===== config.mk =====
export PLATFORM = sky130hd
export DESIGN_NAME = irq_flag_bank
export DESIGN_NICKNAME = d
export VERILOG_FILES = /design/src/rtl/irq_flag_pkg.sv /design/src/rtl/irq_bus_decode.sv /design/src/rtl/irq_src_cell.sv /design/src/rtl/irq_line_drive.sv /design/src/rtl/irq_flag_bank.sv
export SDC_FILE = /design/constraint.sdc
export NUM_CORES = 1
export LEC_CHECK = 0
export ABC_CLOCK_PERIOD_IN_PS = 1400
export BUFFER_PORTS_ARGS = -buffer_cell sky130_fd_sc_hd__buf_2
export CAP_MARGIN = 20
export CORE_MARGIN = 5
export CORE_UTILIZATION = 45
export DETAILED_ROUTE_END_ITERATION = 8
export PLACE_DENSITY_LB_ADDON = 0.1
export SYNTH_ARGS = -nofsm -noshare
export SYNTH_HDL_FRONTEND = slang
export SYNTH_HIERARCHICAL = 1
export SYNTH_SLANG_ARGS = --single-unit

===== constraint.sdc =====
create_clock -name clk -period 1.4 [get_ports clk]
set_input_delay 0.21 -clock clk [delete_from_list [all_inputs] [get_ports clk]]
set_output_delay 0.21 -clock clk [all_outputs]
set_load 0.03 [all_outputs]

===== src/rtl/irq_flag_pkg.sv =====
package irq_flag_pkg;
    // number of event sources and the byte bit of the lowest one
    localparam int NSRC   = 5;
    localparam int DATA_W = 8;
    localparam int LOW_W  = DATA_W - NSRC;

    typedef enum logic [2:0] {
        ACC_IDLE,
        ACC_RD,
        ACC_CLR_FLAG,
        ACC_SET_MASK,
        ACC_STRAY
    } acc_kind_e;
endpackage


===== src/rtl/irq_bus_decode.sv =====
module irq_bus_decode
    import irq_flag_pkg::*;
#(
    parameter int ADDR_W   = 5,
    parameter logic [ADDR_W-1:0] FLAG_OFS = 5'h0C,
    parameter logic [ADDR_W-1:0] MASK_OFS = 5'h0D
) (
    input  logic              sel,
    input  logic              wr,
    input  logic [ADDR_W-1:0] addr,
    input  logic [DATA_W-1:0] wdata,
    output logic [NSRC-1:0]   clr_mask,
    output logic [NSRC-1:0]   set_mask
);
    acc_kind_e kind;

    always_comb begin
        if (!sel)                 kind = ACC_IDLE;
        else if (!wr)             kind = ACC_RD;
        else if (addr == FLAG_OFS) kind = ACC_CLR_FLAG;
        else if (addr == MASK_OFS) kind = ACC_SET_MASK;
        else                      kind = ACC_STRAY;
    end

    always_comb begin
        clr_mask = '0;
        set_mask = '0;
        unique case (kind)
            ACC_CLR_FLAG: clr_mask = wdata[DATA_W-1:LOW_W];
            ACC_SET_MASK: set_mask = wdata[DATA_W-1:LOW_W];
            ACC_IDLE, ACC_RD, ACC_STRAY: ;
            default: ;
        endcase
    end
endmodule


===== src/rtl/irq_src_cell.sv =====
module irq_src_cell (
    input  logic clk,
    input  logic rst_n,
    input  logic ev,
    input  logic clr,
    input  logic set_en,
    output logic flag_q,
    output logic mask_q
);
    // set wins over clear when both arrive together
    always_ff @(posedge clk) begin
        if (!rst_n) begin
            flag_q <= 1'b0;
            mask_q <= 1'b0;
        end else begin
            if (ev)       flag_q <= 1'b1;
            else if (clr) flag_q <= 1'b0;
            if (set_en)   mask_q <= 1'b1;
        end
    end

    p_event_sets_r2: assert property (@(posedge clk) disable iff (!rst_n)
        ev |=> flag_q);
    p_flag_sticky_r3: assert property (@(posedge clk) disable iff (!rst_n)
        (flag_q && !clr) |=> flag_q);
    p_clear_works_r4: assert property (@(posedge clk) disable iff (!rst_n)
        (clr && !ev) |=> !flag_q);
    p_set_beats_clear_r8: assert property (@(posedge clk) disable iff (!rst_n)
        (clr && ev) |=> flag_q);
    p_mask_set_r5: assert property (@(posedge clk) disable iff (!rst_n)
        set_en |=> mask_q);
    p_mask_holds_r5: assert property (@(posedge clk) disable iff (!rst_n)
        mask_q |=> mask_q);
endmodule


===== src/rtl/irq_line_drive.sv =====
module irq_line_drive
    import irq_flag_pkg::*;
(
    input  logic            clk,
    input  logic            rst_n,
    input  logic [NSRC-1:0] flags,
    input  logic [NSRC-1:0] masks,
    output logic            irq
);
    always_ff @(posedge clk) begin
        if (!rst_n) irq <= 1'b0;
        else        irq <= |(flags & masks);
    end
endmodule


===== src/rtl/irq_flag_bank.sv =====
module irq_flag_bank
    import irq_flag_pkg::*;
#(
    parameter int ADDR_W = 5,
    parameter logic [ADDR_W-1:0] FLAG_OFS = 5'h0C,
    parameter logic [ADDR_W-1:0] MASK_OFS = 5'h0D
) (
    input  logic              clk,
    input  logic              rst_n,
    input  logic              ev_tx_done,
    input  logic              ev_rx_done,
    input  logic              ev_tx_under,
    input  logic              ev_rx_over,
    input  logic              ev_gap,
    input  logic              bus_sel,
    input  logic              bus_wr,
    input  logic [ADDR_W-1:0] bus_addr,
    input  logic [DATA_W-1:0] bus_wdata,
    output logic [DATA_W-1:0] bus_rdata,
    output logic              irq
);
    logic [NSRC-1:0] ev_vec, clr_mask, set_mask, flag_q, mask_q;

    // index 4 = byte bit 7 ... index 0 = byte bit 3
    assign ev_vec = {ev_tx_done, ev_rx_done, ev_tx_under, ev_rx_over, ev_gap};

    irq_bus_decode #(
        .ADDR_W(ADDR_W), .FLAG_OFS(FLAG_OFS), .MASK_OFS(MASK_OFS)
    ) u_decode (
        .sel(bus_sel), .wr(bus_wr), .addr(bus_addr), .wdata(bus_wdata),
        .clr_mask(clr_mask), .set_mask(set_mask)
    );

    for (genvar i = 0; i < NSRC; i++) begin : g_src
        irq_src_cell u_cell (
            .clk(clk), .rst_n(rst_n), .ev(ev_vec[i]), .clr(clr_mask[i]),
            .set_en(set_mask[i]), .flag_q(flag_q[i]), .mask_q(mask_q[i])
        );
    end

    irq_line_drive u_line (
        .clk(clk), .rst_n(rst_n), .flags(flag_q), .masks(mask_q), .irq(irq)
    );

    always_comb begin
        bus_rdata = '0;
        if (bus_sel) begin
            if (bus_addr == FLAG_OFS)      bus_rdata = {flag_q, {LOW_W{1'b1}}};
            else if (bus_addr == MASK_OFS) bus_rdata = {mask_q, {LOW_W{1'b1}}};
        end
    end

    p_irq_rises_r7: assert property (@(posedge clk) disable iff (!rst_n)
        (|(flag_q & mask_q)) |=> irq);
    p_irq_falls_r7: assert property (@(posedge clk) disable iff (!rst_n)
        !(|(flag_q & mask_q)) |=> !irq);
    p_low_ones_r6: assert property (@(posedge clk) disable iff (!rst_n)
        (bus_sel && (bus_addr == FLAG_OFS || bus_addr == MASK_OFS))
            |-> (&bus_rdata[LOW_W-1:0]));
    p_low_write_harmless_r6: assert property (@(posedge clk) disable iff (!rst_n)
        (bus_sel && bus_wr && bus_wdata[LOW_W-1:0] != '0
         && bus_wdata[DATA_W-1:LOW_W] == '0) |=> $stable(mask_q));
    p_read_harmless_r10: assert property (@(posedge clk) disable iff (!rst_n)
        (bus_sel && !bus_wr) |=> $stable(mask_q));
    p_stray_quiet_r9: assert property (@(posedge clk) disable iff (!rst_n)
        (bus_sel && bus_addr != FLAG_OFS && bus_addr != MASK_OFS)
            |-> (bus_rdata == '0));
endmodule


Word level (Yosys, flattened, before mapping)

Index checks and enable logic that the tools add are counted.

Flip-flop bits (word level): 11
Input port bits: 22
Output and inout port bits: 9
Logic and storage cells: 41

Equality and inequality tests: 4
Mux-type cells: 19
Bitwise operators: 1
Reductions and logical operators: 6

Operators by type and width:

| cell                                                | count |
|---|---|
| two-way mux 8 bit                                   | 3 |
| two-way mux 3 bit                                   | 4 |
| equality test 5 x 4 -> 1 bit, second input constant | 2 |
| two-way mux 1 bit                                   | 10 |
| two-way mux 5 bit                                   | 2 |
| nonzero test 2 bit                                  | 5 |
| equality test 3 x 2 -> 1 bit, second input constant | 2 |
| bitwise AND 5 bit                                   | 1 |
| OR reduction 5 bit                                  | 1 |

Logic depth before layout (Yosys ltp)

Depth in word-level cells: 9
Mapped depth: 5
Depth with buffers taken out: 4

Cells and area by module

Netlist, hierarchy kept.

By module, submodules not included:

| module         | times used | cells each | area an instance (µm²) | seq. area each (µm²) |
|---|---|---|---|---|
| irq_src_cell   | 5          | 5          | 68.8                   | 40.0 |
| irq_bus_decode | 1          | 24         | 165.2                  | 0.0 |
| irq_flag_bank  | 1          | 16         | 132.6                  | 0.0 |
| irq_line_drive | 1          | 4          | 45.0                   | 20.0 |

Worst setup path before layout

OpenSTA, ideal clock, no wires.

Path kind: input -> output
From: input bus_addr[1]
To: output bus_rdata[1]
Data arrival time: 1207 ps
Required time: 1190 ps
Setup slack: -17 ps
Stages: 3
Path buffers: 1
Path through: nand4bb_4 > nor2_1 > buf_4

Longest elaborated chain between the ends: 4
Elaborated cells between the ends (all ways): 5
Classes of those cells: eq/ne: 2; mux: 3

RTL lines:

| item                         | line                | source |
|---|---|---|
| from (decl)                  | irq_flag_bank.sv:17 | `input logic [ADDR_W-1:0] bus_addr,` |
| equality test 5 x 4 -> 1 bit | irq_flag_bank.sv:49 | `else if (bus_addr == MASK_OFS) bus_rdata = {mask_q, {LOW_W{1'b1}}};` |
| two-way mux 8 bit            | irq_flag_bank.sv:49 |  |
| two-way mux 8 bit (*)        | irq_flag_bank.sv:48 | `if (bus_addr == FLAG_OFS) bus_rdata = {flag_q, {LOW_W{1'b1}}};` |
| two-way mux 8 bit (*)        | irq_flag_bank.sv:47 | `if (bus_sel) begin` |
| to (decl)                    | irq_flag_bank.sv:19 | `output logic [DATA_W-1:0] bus_rdata,` |

Mark *: on every way between the ends. The rest lies on a longest branch, timed or not.

Worst setup path after layout

From: register g_src[1].u_cell.flag_q
To: output bus_rdata[4]

Longest elaborated chain between the ends: 2

RTL lines:

| item                   | line                | source |
|---|---|---|
| from (decl)            | irq_src_cell.sv:7   | `output logic flag_q,` |
| from (signal assigned) | irq_src_cell.sv:13  | `flag_q <= 1'b0;` |
| from (signal assigned) | irq_src_cell.sv:16  | `if (ev) flag_q <= 1'b1;` |
| from (signal assigned) | irq_src_cell.sv:17  | `else if (clr) flag_q <= 1'b0;` |
| two-way mux 8 bit      | irq_flag_bank.sv:48 |  |
| two-way mux 8 bit      | irq_flag_bank.sv:47 |  |

No other way between the ends.

==> reports/results.txt <==
Outcome = finished, final reports clean
Critical Path AT = 1.09 ns
Post-route fraction of the period consumed by the critical path = 0.926
Power Dens Cells = 777 nW/um^2
Number of buffers created by CTS = 3
Mapped cell area = 687 um^2
Number of warnings issued by yosys = 6
Combined area of the multi-input logic cells = 408 um^2
Detailed Place HPWL = 1.10 mm
Area growth from synthesis to layout = 24.0%
Ordered cell list for the critical path = mux2i_1, nor3_1, buf_2
Maximum frequency from static timing analysis = 771 MHz
P_leak = 0.000386 uW
Routed length per instance = 12.2 um
Port buffer count = 27
Number of antenna violations at the first check in global routing = 0
Area post-placement = 821 um^2
Post-route setup TNS = 0 ns
Number of cells produced by synthesis = 69
Overall routed net length = 1.38 mm
Clock latency on the worst-skew pair = 0.26 ns
Number of clock sinks = 11
All-layer global routing usage = 0.126
Effective utilization at floorplan = 0.467
Count of buffering cells on the critical path with inverters included = 1
Count of hold buffers inserted by post-cts repair = 0
Pin count of the biggest net entering global routing = 16
Fraction of power consumed by the clock network = 0.323
Filler Cell Count = 153
Sequential cell fraction of total power = 0.504
Internal = 492 uW
Register area = 220 um^2
Total power consumption of the routed design = 662 uW
Standard cell with the maximum stage delay on the critical path = sky130_fd_sc_hd__dfxtp_1
Area of the placeable core = 1470 um^2
Post-layout net count = 120
Most frequent cells in the layout = 25 x sky130_fd_sc_hd__buf_2, 11 x sky130_fd_sc_hd__dfxtp_1, 10 x sky130_fd_sc_hd__nor3_1, 10 x sky130_fd_sc_hd__o21a_1
Via density = 5.08
DRT antenna net count = 0
Post-route cell area = 852 um^2
Net Count, Synth = 91
Global route overflow = 0
Final hold violation count = 0
Share of the yosys chip area belonging to registers = 0.321
Avg Synthesized Cell Area = 9.96 um^2
Number of setup violations in the final report = 0
Critical path required time = 1.19 ns
Unrepaired setup endpoints after global routing = no
CTS Root Cell = sky130_fd_sc_hd__clkbuf_4
DRC = 0
Y dimension of the die = 49.1 um
Synthesized flop and latch total = 11
Layout Cells excl Fill = 113
First DRT Iteration DRCs = 5
RD Place Congestion = 0.673
Iteration count of the initial detailed-routing pass = 4
Post-route worst setup slack = 0.103 ns
Fraction of layout cells with a size suffix above 1 = 0.454
Maximum net fanout on the critical path = 3
Maximum number of buffers from clock root to sink = 2
Crit end category = output pin
Crit start category = register
Classification of the worst-slack hold path = in2reg
Count of inserted antenna diode cells = 0
Switching power = 170 uW
Shortest period the worst path allows = 1.30 ns
Cell count after placement = 109
Power share of the combinational group = 0.173
TritonCTS clock tree = done
Number of ports placed on the die boundary = 31
Worst slew margin = 0.700
Switching share of power = 0.256
Cell row count = 14
Cell family with most CP delay = flip-flops
Routed via count = 574
Worst Setup Slack post-DPL = 0.0444 ns
Cell variety after synth = 18
Number of max-cap violations = 0
Post-CTS Setup Inserts = 0
CTS clk-pin slew, worst paths = 0.07 ns
Slew at the pin with the worst max-slew slack = 0.448 ns
Most common library cell in the layout ignoring fill and taps = sky130_fd_sc_hd__buf_2
Clock skew after layout = 0.00180 ns
Number of global-route vias before repair = 564
Crit-path max cell delay = 0.38 ns
Resized cells post-CTS = 0
Horizontal die dimension = 49.1 um
Max-slew violations = 0
Worst-case vdd ir drop = 0.000482 V
Wire length of the first global-routing pass = 2.44 mm
DIE AREA = 2410 um^2
Count of H-tree levels built during CTS = 1
Worst setup path category = reg2out
final cells by class:
| class | instances | area share |
|---|---|---|
| sequential | 11 | 0.258 |
| multi-input combinational | 47 | 0.479 |
| timing repair buffer | 29 | 0.182 |
| clock buffer | 4 | 0.0308 |
| inverter | 6 | 0.0264 |
| tap | 16 | 0.0235 |
power groups by stage:
stage	clock network, uW	registers, uW	logic [uW]
2_1_floorplan	0	337	74.7
3_3_place_gp	0	340	113
3_5_place_dp	0	341	116
4_1_cts	222	333	116
5_1_grt	243	335	127
6_report	214	333	115
cell usage after synthesis:
cell type | n | area share
sky130_fd_sc_hd__buf_4 | 3 | 0.033
sky130_fd_sc_hd__inv_1 | 6 | 0.033
sky130_fd_sc_hd__a22oi_1 | 1 | 0.011
sky130_fd_sc_hd__clkbuf_2 | 1 | 0.0073
sky130_fd_sc_hd__nor4_4 | 1 | 0.031
sky130_fd_sc_hd__dfxtp_1 | 11 | 0.32
sky130_fd_sc_hd__nor2_1 | 1 | 0.0055
sky130_fd_sc_hd__nor4_2 | 4 | 0.073
sky130_fd_sc_hd__nor2b_4 | 5 | 0.10
sky130_fd_sc_hd__buf_6 | 1 | 0.016
sky130_fd_sc_hd__a21boi_1 | 1 | 0.011
sky130_fd_sc_hd__nand2_1 | 6 | 0.033
sky130_fd_sc_hd__nor3_1 | 10 | 0.073
sky130_fd_sc_hd__a222oi_1 | 1 | 0.015
sky130_fd_sc_hd__nand4bb_4 | 1 | 0.040
sky130_fd_sc_hd__o21a_1 | 10 | 0.11
sky130_fd_sc_hd__mux2i_1 | 5 | 0.073
sky130_fd_sc_hd__nand4bb_1 | 1 | 0.016
routing by layer:
| layer | part of all wire | wire (um) | global-route usage |
|---|---|---|---|
| met3 | 0.073 | 100 | 0.0367 |
| met5 | 0 | 0 | 0 |
| met4 | 0.020 | 27 | 0.0807 |
| met2 | 0.43 | 598 | 0.187 |
| met1 | 0.47 | 648 | 0.157 |
cells by family (layout without fill, tap and decap cells):
group	after synthesis	in the layout	synth area share
simple gates	29	29	0.372
compound gates	13	13	0.146
flops	11	11	0.321
buf+inv	11	39	0.0892
mux	5	5	0.0729
flip-flops by register name (all words and copies together) (netlist names):
register / count
g_src.u_cell/flag_q: 5
g_src.u_cell/mask_q: 5
u_line/irq: 1
worst reg2reg max path: cells and delay by family, from the launching register on:
family | cells | cell delay, ns
DFF | 1 | 0.33
AOI/OAI and AO/OA | 2 | 0.44
through the flow:
stage | util | hold slack, ns
finish | 0.579 | 0.150
global route | 0.579 | 0.136
CTS | 0.576 | 0.144
detailed placement | 0.558 | 0.423
global placement | 0.558 | 0.418
floorplan | - | 0.327
worst paths after layout:
check	startpoint	end	slack [ns]	cells after the start
worst min-delay path	ev_tx_under	g_src[2].u_cell/flag_q$_SDFFE_PN0P_	0.15	2
worst min register to register	g_src[1].u_cell/mask_q$_SDFFE_PN0P_	g_src[1].u_cell/mask_q$_SDFFE_PN0P_	0.50	1
worst max-delay path	g_src[1].u_cell/flag_q$_SDFFE_PN0P_	bus_rdata[4]	0.10	3
worst max register to register	g_src[3].u_cell/flag_q$_SDFFE_PN0P_	u_line/irq$_SDFF_PN0_	0.52	2
(Power assumes the default switching activity.)
